$ cat src/rtl/uart_txf_pkg.sv
package uart_txf_pkg;

   localparam int TXF_DW = 9;

   typedef enum logic [2:0] {
      TS_IDLE  = 3'd0,
      TS_LEAD  = 3'd1,
      TS_START = 3'd2,
      TS_DATA  = 3'd3,
      TS_PAR   = 3'd4,
      TS_STOP  = 3'd5
   } txf_state_e;

   // width select: 00 -> 7, 10 -> 9, others -> 8
   function automatic logic [3:0] width_of(input logic [1:0] sel);
      logic [3:0] w;
      unique case (sel)
         2'b00:   w = 4'd7;
         2'b10:   w = 4'd9;
         default: w = 4'd8;
      endcase
      return w;
   endfunction

   function automatic logic [TXF_DW-1:0] data_mask(input logic [3:0] nb);
      logic [TXF_DW-1:0] m;
      for (int i = 0; i < TXF_DW; i++) m[i] = (i < int'(nb));
      return m;
   endfunction

endpackage

$ cat src/rtl/txf_fifo.sv
module txf_fifo #(
   parameter  int DW    = 9,
   parameter  int DEPTH = 4,
   localparam int AW    = (DEPTH > 1) ? $clog2(DEPTH) : 1,
   localparam int CW    = $clog2(DEPTH + 1)
)(
   input  logic          clk,
   input  logic          rst_n,
   input  logic          push,
   input  logic [DW-1:0] wdata,
   input  logic          pop,
   output logic [DW-1:0] rdata,
   output logic [CW-1:0] count,
   output logic          full
);

   logic [DW-1:0] mem [DEPTH];
   logic [AW-1:0] wr_ptr, rd_ptr, wr_nxt, rd_nxt;
   logic          push_ok, pop_ok;

   assign full    = (count == CW'(DEPTH));
   assign push_ok = push && !full;
   assign pop_ok  = pop && (count != '0);
   assign rdata   = mem[rd_ptr];

   generate
      if ((DEPTH & (DEPTH - 1)) == 0) begin : g_pow2
         assign wr_nxt = wr_ptr + 1'b1;
         assign rd_nxt = rd_ptr + 1'b1;
      end else begin : g_wrap
         assign wr_nxt = (wr_ptr == AW'(DEPTH - 1)) ? '0 : wr_ptr + 1'b1;
         assign rd_nxt = (rd_ptr == AW'(DEPTH - 1)) ? '0 : rd_ptr + 1'b1;
      end
   endgenerate

   always_ff @(posedge clk) begin
      if (push_ok) mem[wr_ptr] <= wdata;
   end

   always_ff @(posedge clk or negedge rst_n) begin
      if (!rst_n) begin
         wr_ptr <= '0;
         rd_ptr <= '0;
         count  <= '0;
      end else begin
         if (push_ok) wr_ptr <= wr_nxt;
         if (pop_ok)  rd_ptr <= rd_nxt;
         count <= count + CW'(push_ok) - CW'(pop_ok);
      end
   end

endmodule

$ cat src/rtl/txf_cts_sync.sv
module txf_cts_sync #(
   parameter int   STAGES   = 2,
   parameter logic IDLE_VAL = 1'b1
)(
   input  logic clk,
   input  logic rst_n,
   input  logic pin,
   output logic level,
   output logic delta
);

   logic lvl_w;
   logic prev;

   generate
      if (STAGES == 0) begin : g_bypass
         assign lvl_w = pin;
      end else begin : g_chain
         logic [STAGES-1:0] ff;
         always_ff @(posedge clk or negedge rst_n) begin
            if (!rst_n) begin
               ff <= {STAGES{IDLE_VAL}};
            end else begin
               ff[0] <= pin;
               for (int i = 1; i < STAGES; i++) ff[i] <= ff[i-1];
            end
         end
         assign lvl_w = ff[STAGES-1];
      end
   endgenerate

   always_ff @(posedge clk or negedge rst_n) begin
      if (!rst_n) prev <= IDLE_VAL;
      else        prev <= lvl_w;
   end

   assign level = lvl_w;
   assign delta = lvl_w ^ prev;

endmodule

$ cat src/rtl/txf_framer.sv
module txf_framer
   import uart_txf_pkg::*;
#(
   parameter int OSR_W     = 4,
   parameter int OSR_FLOOR = 5
)(
   input  logic              clk,
   input  logic              rst_n,
   input  logic              tick,
   input  logic              go,
   input  logic [TXF_DW-1:0] head,
   input  logic [OSR_W-1:0]  osr_m1,
   input  logic [1:0]        data_bits,
   input  logic              par_en,
   input  logic              par_odd,
   input  logic              two_stop,
   input  logic              brk,
   output logic              pop,
   output logic              frame_end,
   output logic              txd,
   output logic              de
);

   localparam logic [OSR_W-1:0] LIM_MIN = OSR_W'(OSR_FLOOR - 1);

   txf_state_e        st;
   logic [OSR_W-1:0]  tcnt, lim_q, lim_new;
   logic [3:0]        bidx, nb_q, nb_new;
   logic              par_q, two_q, sidx, pbit;
   logic [TXF_DW-1:0] shreg;
   logic              bit_end, last_stop, idle_go, line;

   assign nb_new    = width_of(data_bits);
   assign lim_new   = (osr_m1 < LIM_MIN) ? LIM_MIN : osr_m1;
   assign bit_end   = tick && (st != TS_IDLE) && (tcnt == lim_q);
   assign last_stop = (st == TS_STOP) && (!two_q || sidx);
   assign frame_end = bit_end && last_stop;
   assign idle_go   = tick && (st == TS_IDLE) && go;
   assign pop       = idle_go || (frame_end && go);

   always_ff @(posedge clk or negedge rst_n) begin
      if (!rst_n) begin
         st    <= TS_IDLE;
         tcnt  <= '0;
         lim_q <= LIM_MIN;
         bidx  <= '0;
         nb_q  <= 4'd8;
         par_q <= 1'b0;
         two_q <= 1'b0;
         sidx  <= 1'b0;
         pbit  <= 1'b0;
         shreg <= '0;
      end else if (pop) begin
         shreg <= head;
         nb_q  <= nb_new;
         par_q <= par_en;
         pbit  <= (^(head & data_mask(nb_new))) ^ par_odd;
         two_q <= two_stop;
         lim_q <= lim_new;
         sidx  <= 1'b0;
         bidx  <= '0;
         tcnt  <= '0;
         st    <= idle_go ? TS_LEAD : TS_START;
      end else if (tick && (st != TS_IDLE)) begin
         if (tcnt != lim_q) begin
            tcnt <= tcnt + 1'b1;
         end else begin
            tcnt <= '0;
            unique case (st)
               TS_LEAD:  st <= TS_START;
               TS_START: st <= TS_DATA;
               TS_DATA: begin
                  shreg <= shreg >> 1;
                  if (bidx == nb_q - 4'd1) st <= par_q ? TS_PAR : TS_STOP;
                  else                     bidx <= bidx + 4'd1;
               end
               TS_PAR:   st <= TS_STOP;
               TS_STOP: begin
                  if (!last_stop) sidx <= 1'b1;
                  else            st   <= TS_IDLE;
               end
               default:  st <= TS_IDLE;
            endcase
         end
      end
   end

   always_comb begin
      unique case (st)
         TS_START: line = 1'b0;
         TS_DATA:  line = shreg[0];
         TS_PAR:   line = pbit;
         default:  line = 1'b1;
      endcase
      txd = line & ~brk;
   end

   assign de = (st != TS_IDLE);

endmodule

$ cat src/rtl/uart_tx_flow.sv
module uart_tx_flow
   import uart_txf_pkg::*;
#(
   parameter  int DEPTH       = 4,
   parameter  int OSR_W       = 4,
   parameter  int OSR_FLOOR   = 5,
   parameter  int SYNC_STAGES = 2,
   localparam int CW          = $clog2(DEPTH + 1)
)(
   input  logic              clk,
   input  logic              rst_n,
   input  logic              tick,
   input  logic [OSR_W-1:0]  osr_m1,
   input  logic [1:0]        data_bits,
   input  logic              par_en,
   input  logic              par_odd,
   input  logic              two_stop,
   input  logic              auto_cts,
   input  logic              cts_n,
   input  logic              tx_off,
   input  logic              brk,
   input  logic              wr_en,
   input  logic [TXF_DW-1:0] wr_data,
   input  logic [CW-1:0]     lvl_thr,
   output logic [CW-1:0]     fifo_cnt,
   output logic              fifo_full,
   output logic              txd,
   output logic              de,
   output logic              lvl_evt,
   output logic              urun_evt,
   output logic              dcts_evt
);

   initial begin : param_chk
      if (DEPTH < 2)
         $fatal(1, "DEPTH must be at least 2");
      if (OSR_FLOOR < 2 || OSR_FLOOR > (1 << OSR_W))
         $fatal(1, "OSR_FLOOR must fit the oversample counter");
      if (SYNC_STAGES < 0 || SYNC_STAGES > 4)
         $fatal(1, "SYNC_STAGES must be 0 to 4");
   end

   logic              cts_lvl, hold, go, pop, frame_end, push_ok;
   logic [TXF_DW-1:0] head;

   txf_cts_sync #(
      .STAGES   (SYNC_STAGES),
      .IDLE_VAL (1'b1)
   ) u_sync (
      .clk   (clk),
      .rst_n (rst_n),
      .pin   (cts_n),
      .level (cts_lvl),
      .delta (dcts_evt)
   );

   txf_fifo #(
      .DW    (TXF_DW),
      .DEPTH (DEPTH)
   ) u_fifo (
      .clk   (clk),
      .rst_n (rst_n),
      .push  (wr_en),
      .wdata (wr_data),
      .pop   (pop),
      .rdata (head),
      .count (fifo_cnt),
      .full  (fifo_full)
   );

   assign hold    = tx_off || brk || (auto_cts && cts_lvl);
   assign go      = (fifo_cnt != '0) && !hold;
   assign push_ok = wr_en && !fifo_full;

   txf_framer #(
      .OSR_W     (OSR_W),
      .OSR_FLOOR (OSR_FLOOR)
   ) u_frm (
      .clk       (clk),
      .rst_n     (rst_n),
      .tick      (tick),
      .go        (go),
      .head      (head),
      .osr_m1    (osr_m1),
      .data_bits (data_bits),
      .par_en    (par_en),
      .par_odd   (par_odd),
      .two_stop  (two_stop),
      .brk       (brk),
      .pop       (pop),
      .frame_end (frame_end),
      .txd       (txd),
      .de        (de)
   );

   always_ff @(posedge clk or negedge rst_n) begin
      if (!rst_n) begin
         lvl_evt  <= 1'b0;
         urun_evt <= 1'b0;
      end else begin
         lvl_evt  <= pop && !push_ok &&
                     ({1'b0, fifo_cnt} == ({1'b0, lvl_thr} + 1'b1));
         urun_evt <= frame_end && (fifo_cnt == '0);
      end
   end

endmodule

$ cat config.mk
export PLATFORM = sky130hd
export DESIGN_NAME = uart_tx_flow
export DESIGN_NICKNAME = d
export VERILOG_FILES = /design/src/rtl/uart_txf_pkg.sv /design/src/rtl/txf_fifo.sv /design/src/rtl/txf_cts_sync.sv /design/src/rtl/txf_framer.sv /design/src/rtl/uart_tx_flow.sv
export SDC_FILE = /design/constraint.sdc
export NUM_CORES = 1
export LEC_CHECK = 0
export ABC_AREA = 0
export BUFFER_PORTS_ARGS = -buffer_cell sky130_fd_sc_hd__buf_4
export CAP_MARGIN = 20
export CORE_MARGIN = 3
export CORE_UTILIZATION = 50
export DETAILED_ROUTE_END_ITERATION = 10
export GPL_TIMING_DRIVEN = 0
export HOLD_SLACK_MARGIN = 0.05
export PLACE_DENSITY = 0.69
export SLEW_MARGIN = 20
export SYNTH_ARGS = -nofsm -noshare
export SYNTH_HDL_FRONTEND = slang
export SYNTH_SLANG_ARGS = --single-unit
$ cat constraint.sdc
create_clock -name clk -period 4.1 [get_ports clk]
set_clock_uncertainty 0.2 [all_clocks]
set_input_delay 0.82 -clock clk [delete_from_list [all_inputs] [get_ports clk]]
set_output_delay 0.82 -clock clk [all_outputs]
set_load 0.03 [all_outputs]
==> run summary <==
==============================================================================
Outcome ......................................................... finished, final reports clean
Type of the most critical hold path .............................   reg -> reg
DP Wirelength ...................................................      4.54 mm
Antenna Nets Post-Route .........................................            0
Setup slack of the most critical reg-to-reg path ................      0.75 ns
Setup CP Type ...................................................   reg -> reg
Final nets ......................................................          362
Number of buffers inserted by post-CTS setup repair .............            0
Global placement routability congestion .........................        0.801
Die area ........................................................   8380 sq um
Htree depth .....................................................            3
Number of iterations in the first detailed-routing pass .........            4
Gate family responsible for the most delay along the worst path .  adder cells
Worst endpoint data arrival time ................................      3.38 ns
Post-synthesis sequential element count .........................           79
Ports ...........................................................           38
Die Wd .......................................................... 91.6 microns
Crit Reg-Reg Endpoint ........................................... u_fifo.count[1]$_DFF_PN0_
Fin Hold WS .....................................................     0.163 ns
Nets in the synthesized netlist .................................          314
Worst-case clock buffer depth ...................................            2
Total negative slack for setup checks ...........................         0 ns
Number of vias in the routed layout .............................        2,190
Die height ...................................................... 91.6 microns
Insertion delay to the later sink of the worst-skew pair ........      0.36 ns
Post-synthesis instance area ....................................   3660 sq um
Total core area .................................................   6940 sq um
Final count of hold timing violations ...........................            0
Data required time at the worst endpoint ........................      4.13 ns
CP max-delay cell ...............................................      dfrtp_1
Power density over cell area ....................................  696 nW/um^2
Worst relative slew slack .......................................        0.631
CP Max Fanout ...................................................           10
Via/cell ratio ..................................................         5.19
CTS tree ........................................................         done
CTS Root Cell ...................................................     clkbuf_8
Worst setup path startpoint ..................................... u_frm.tcnt[0]$_DFFE_PN0P_
Largest stage delay on the critical path ........................      0.44 ns
Hold Path Origin ................................................ u_sync.g_chain.ff[0]$_DFF_PN1_
Count of port buffers added during placement ....................           37
Initial cell density of the core ................................        0.527
Setup repair after global routing missed its margin .............           no
Area growth from synthesis to final layout ......................        16.1%
Post-route cell area ............................................   4250 sq um
Count of instances resized after the clock tree is built ........            0
Part of the cycle the worst path needs ..........................        0.817
Number of remaining DRC errors ..................................            0
Cell occurring most often along the worst timing path ...........         ha_1
Antenna cell count ..............................................            0
Clk sink count ..................................................           79
Cells along the critical path ................................... xor2_1 -> nor4_4 -> nand4b_1 -> a21oi_1 -> buf_4 -> buf_2 -> ha_1 -> inv_1 -> ha_1 -> fa_1
Violation count after the first detailed-route iteration ........          147
Depth of the worst register-to-register path ....................           10
Maximum VDD drop ................................................     0.259 mV
Final worst path period need ....................................      3.35 ns
Overall global routing resource usage ...........................        0.171
Leftover overflow at the end of global routing ..................            0
Sequential-to-total area share from yosys stat ..................        0.591
Post-DP Area ....................................................   4060 sq um
DRT Wirelength ..................................................      6.45 mm
Largest net degree at the start of global routing ...............           44
Clk pin slew, worst setup/hold paths ............................      0.08 ns
Number of CTS-inserted buffers ..................................            9
YS warnings .....................................................            0
Setup crit end kind .............................................     register
Multi-input combinational cell area .............................   1390 sq um
Share of cells above drive strength 1 ...........................        0.236
R2R Path Start .................................................. u_frm.tcnt[0]$_DFFE_PN0P_
Number of different library cells in the post-synthesis netlist .           51
Worst setup slack before clock tree synthesis ...................     0.744 ns
Syn Area/Cell ...................................................   13.4 sq um
Post-cts hold buffer count ......................................            0
Slack of the critical path ......................................     0.749 ns
Actual slew at the worst max-slew pin ...........................     0.553 ns
Count of max-cap constraint violations ..........................            0
Wire length of the first global-routing pass ....................      11.0 mm
Number of setup violations in the final report ..................            0
Max Transition Viols Final ......................................            0
Number of cells on the critical path ............................           10
Static Leakage ..................................................      1.72 nW
Detail-routed net length per standard cell ...................... 15.3 microns
Maximum clock frequency .........................................    0.298 GHz
Cells after Synth ...............................................          273
Number of global-route vias before repair .......................        2,270
Initial antenna violation count .................................            0
Sequential standard cell area ...................................   2160 sq um
Worst setup path endpoint ....................................... u_fifo.count[1]$_DFF_PN0_
Count of fill cells added during filler insertion ...............          540
Startpoint types ................................................     register
Placement row count .............................................           30
Number of buffers and inverters on the critical path ............            3
==============================================================================
## layout make-up
type | instances | area share
clock inverters | 7 | 0.0159
multi-input cells | 171 | 0.327
well taps | 96 | 0.0283
inverters | 13 | 0.0115
repair buffers | 37 | 0.0654
plain buffers | 10 | 0.0135
flip-flops and latches | 79 | 0.509
clock buffers | 9 | 0.0292
## placed cells by master, fill, tap and decap left out, types with 5 or more instances in the layout
master,n
and2_1,5
o21ai_0,9
nor2_1,18
dfstp_2,5
buf_4,39
mux4_2,6
dfrtp_1,38
mux2i_1,11
clkbuf_8,9
edfxtp_1,36
nand2_1,15
xnor2_1,16
a21oi_1,12
o21ai_1,8
xor2_1,11
ha_1,11
inv_1,13
## metrics by stage
stage,utilization,cells,power [mW]
floorplan,-,273,2.14
global placement,0.584,406,2.39
detailed placement,0.584,406,2.44
CTS,0.612,422,3.00
global route,0.612,422,3.18
finish,0.612,422,2.96
## where the power goes
group	switching, mW	total (mW)	internal, mW
registers	0.147	1.22	1.08
clock network	0.321	0.560	0.239
logic	0.616	1.18	0.560
total	1.08	2.96	1.87
## Yosys cell counts (all sizes together)
| library cell | instances | area [sq um] |
|---|---|---|
| nand3 | 2 | 10.0 |
| o22ai | 1 | 6.26 |
| o21a | 1 | 7.51 |
| xnor2 | 17 | 156 |
| nand3b | 1 | 7.51 |
| or3 | 2 | 12.5 |
| and3 | 2 | 12.5 |
| or3b | 1 | 8.76 |
| and2 | 5 | 31.3 |
| mux4 | 9 | 214 |
| a211oi | 2 | 15.0 |
| a2111oi | 1 | 8.76 |
| nand4 | 1 | 6.26 |
| a21oi | 13 | 68.8 |
| o21ai | 17 | 85.1 |
| a22oi | 1 | 7.51 |
| or2 | 2 | 12.5 |
| o211ai | 2 | 15.0 |
| nand4b | 1 | 8.76 |
| buf | 6 | 41.3 |
| xor2 | 11 | 96.3 |
| o31ai | 2 | 15.0 |
| xor3 | 1 | 23.8 |
| nor2b | 2 | 12.5 |
| inv | 13 | 48.8 |
| mux2i | 11 | 110 |
| a31oi | 1 | 6.26 |
| dfrtp | 38 | 951 |
| mux2 | 4 | 45.0 |
| nand2b | 4 | 25.0 |
| fa | 1 | 20.0 |
| nor2 | 19 | 78.8 |
| nor3b | 1 | 7.51 |
| nor3 | 3 | 15.0 |
| clkbuf | 4 | 16.3 |
| edfxtp | 36 | 1080 |
| nor4 | 3 | 33.8 |
| dfstp | 5 | 131 |
| nand2 | 15 | 56.3 |
| ha | 11 | 138 |
| and4bb | 1 | 12.5 |
## routing by layer
layer | vias to the layer above | routed length (microns) | global-route usage
li1 | 1074 | - | -
met1 | 1065 | 2860 | 0.226
met2 | 43 | 3190 | 0.262
met3 | 8 | 312 | 0.0505
met4 | 0 | 82 | 0.0729
met5 | - | 0 | 0
## cells by family (layout without fill, tap and decap cells)
logic type | Yosys count | after routing | synth area share
DFF | 79 | 79 | 0.591
and+or+nand+nor | 65 | 65 | 0.0961
AOI/OAI and AO/OA | 41 | 41 | 0.0643
xor gates and xnor gates | 29 | 29 | 0.0756
muxes | 24 | 24 | 0.101
buffers and inverters | 23 | 76 | 0.0291
adders and majority gates | 12 | 12 | 0.0431
## worst min-delay path by stage
stage                                                end  slack [ns]  cells past startpoint
after floorplan           u_sync.g_chain.ff[1]$_DFF_PN1_        0.15                      0
after global placement    u_sync.g_chain.ff[1]$_DFF_PN1_        0.15                      0
after detailed placement  u_sync.g_chain.ff[1]$_DFF_PN1_        0.15                      0
after CTS                 u_sync.g_chain.ff[1]$_DFF_PN1_        0.16                      0
after global routing      u_sync.g_chain.ff[1]$_DFF_PN1_        0.17                      0
final                     u_sync.g_chain.ff[1]$_DFF_PN1_        0.16                      0
## state kept, by name, indices dropped and copies added, names as in the netlist
register / flops
u_frm.tcnt: 4
u_frm.st: 3
u_frm.shreg: 9
u_frm.pbit: 1
u_sync.prev: 1
u_frm.lim_q: 4
u_frm.nb_q: 3
u_fifo.rd_ptr: 2
u_fifo.wr_ptr: 2
u_frm.sidx: 1
u_fifo.mem: 36
urun_evt: 1
u_frm.bidx: 4
lvl_evt: 1
u_fifo.count: 3
u_frm.par_q: 1
u_frm.two_q: 1
u_sync.g_chain.ff: 2
## worst register-to-register path: cells and delay by family, from the launching register on
| kind | cells | cell delay, ns |
|---|---|---|
| AO/OA/AOI/OAI | 1 | 0.29 |
| XOR/XNOR | 1 | 0.18 |
| flip-flops | 1 | 0.44 |
| adder cells (fa/ha/maj) | 3 | 0.83 |
| buffers and inverters | 3 | 0.57 |
| AND/OR/NAND/NOR | 2 | 0.71 |
Power figures use the tool's default switching activity.
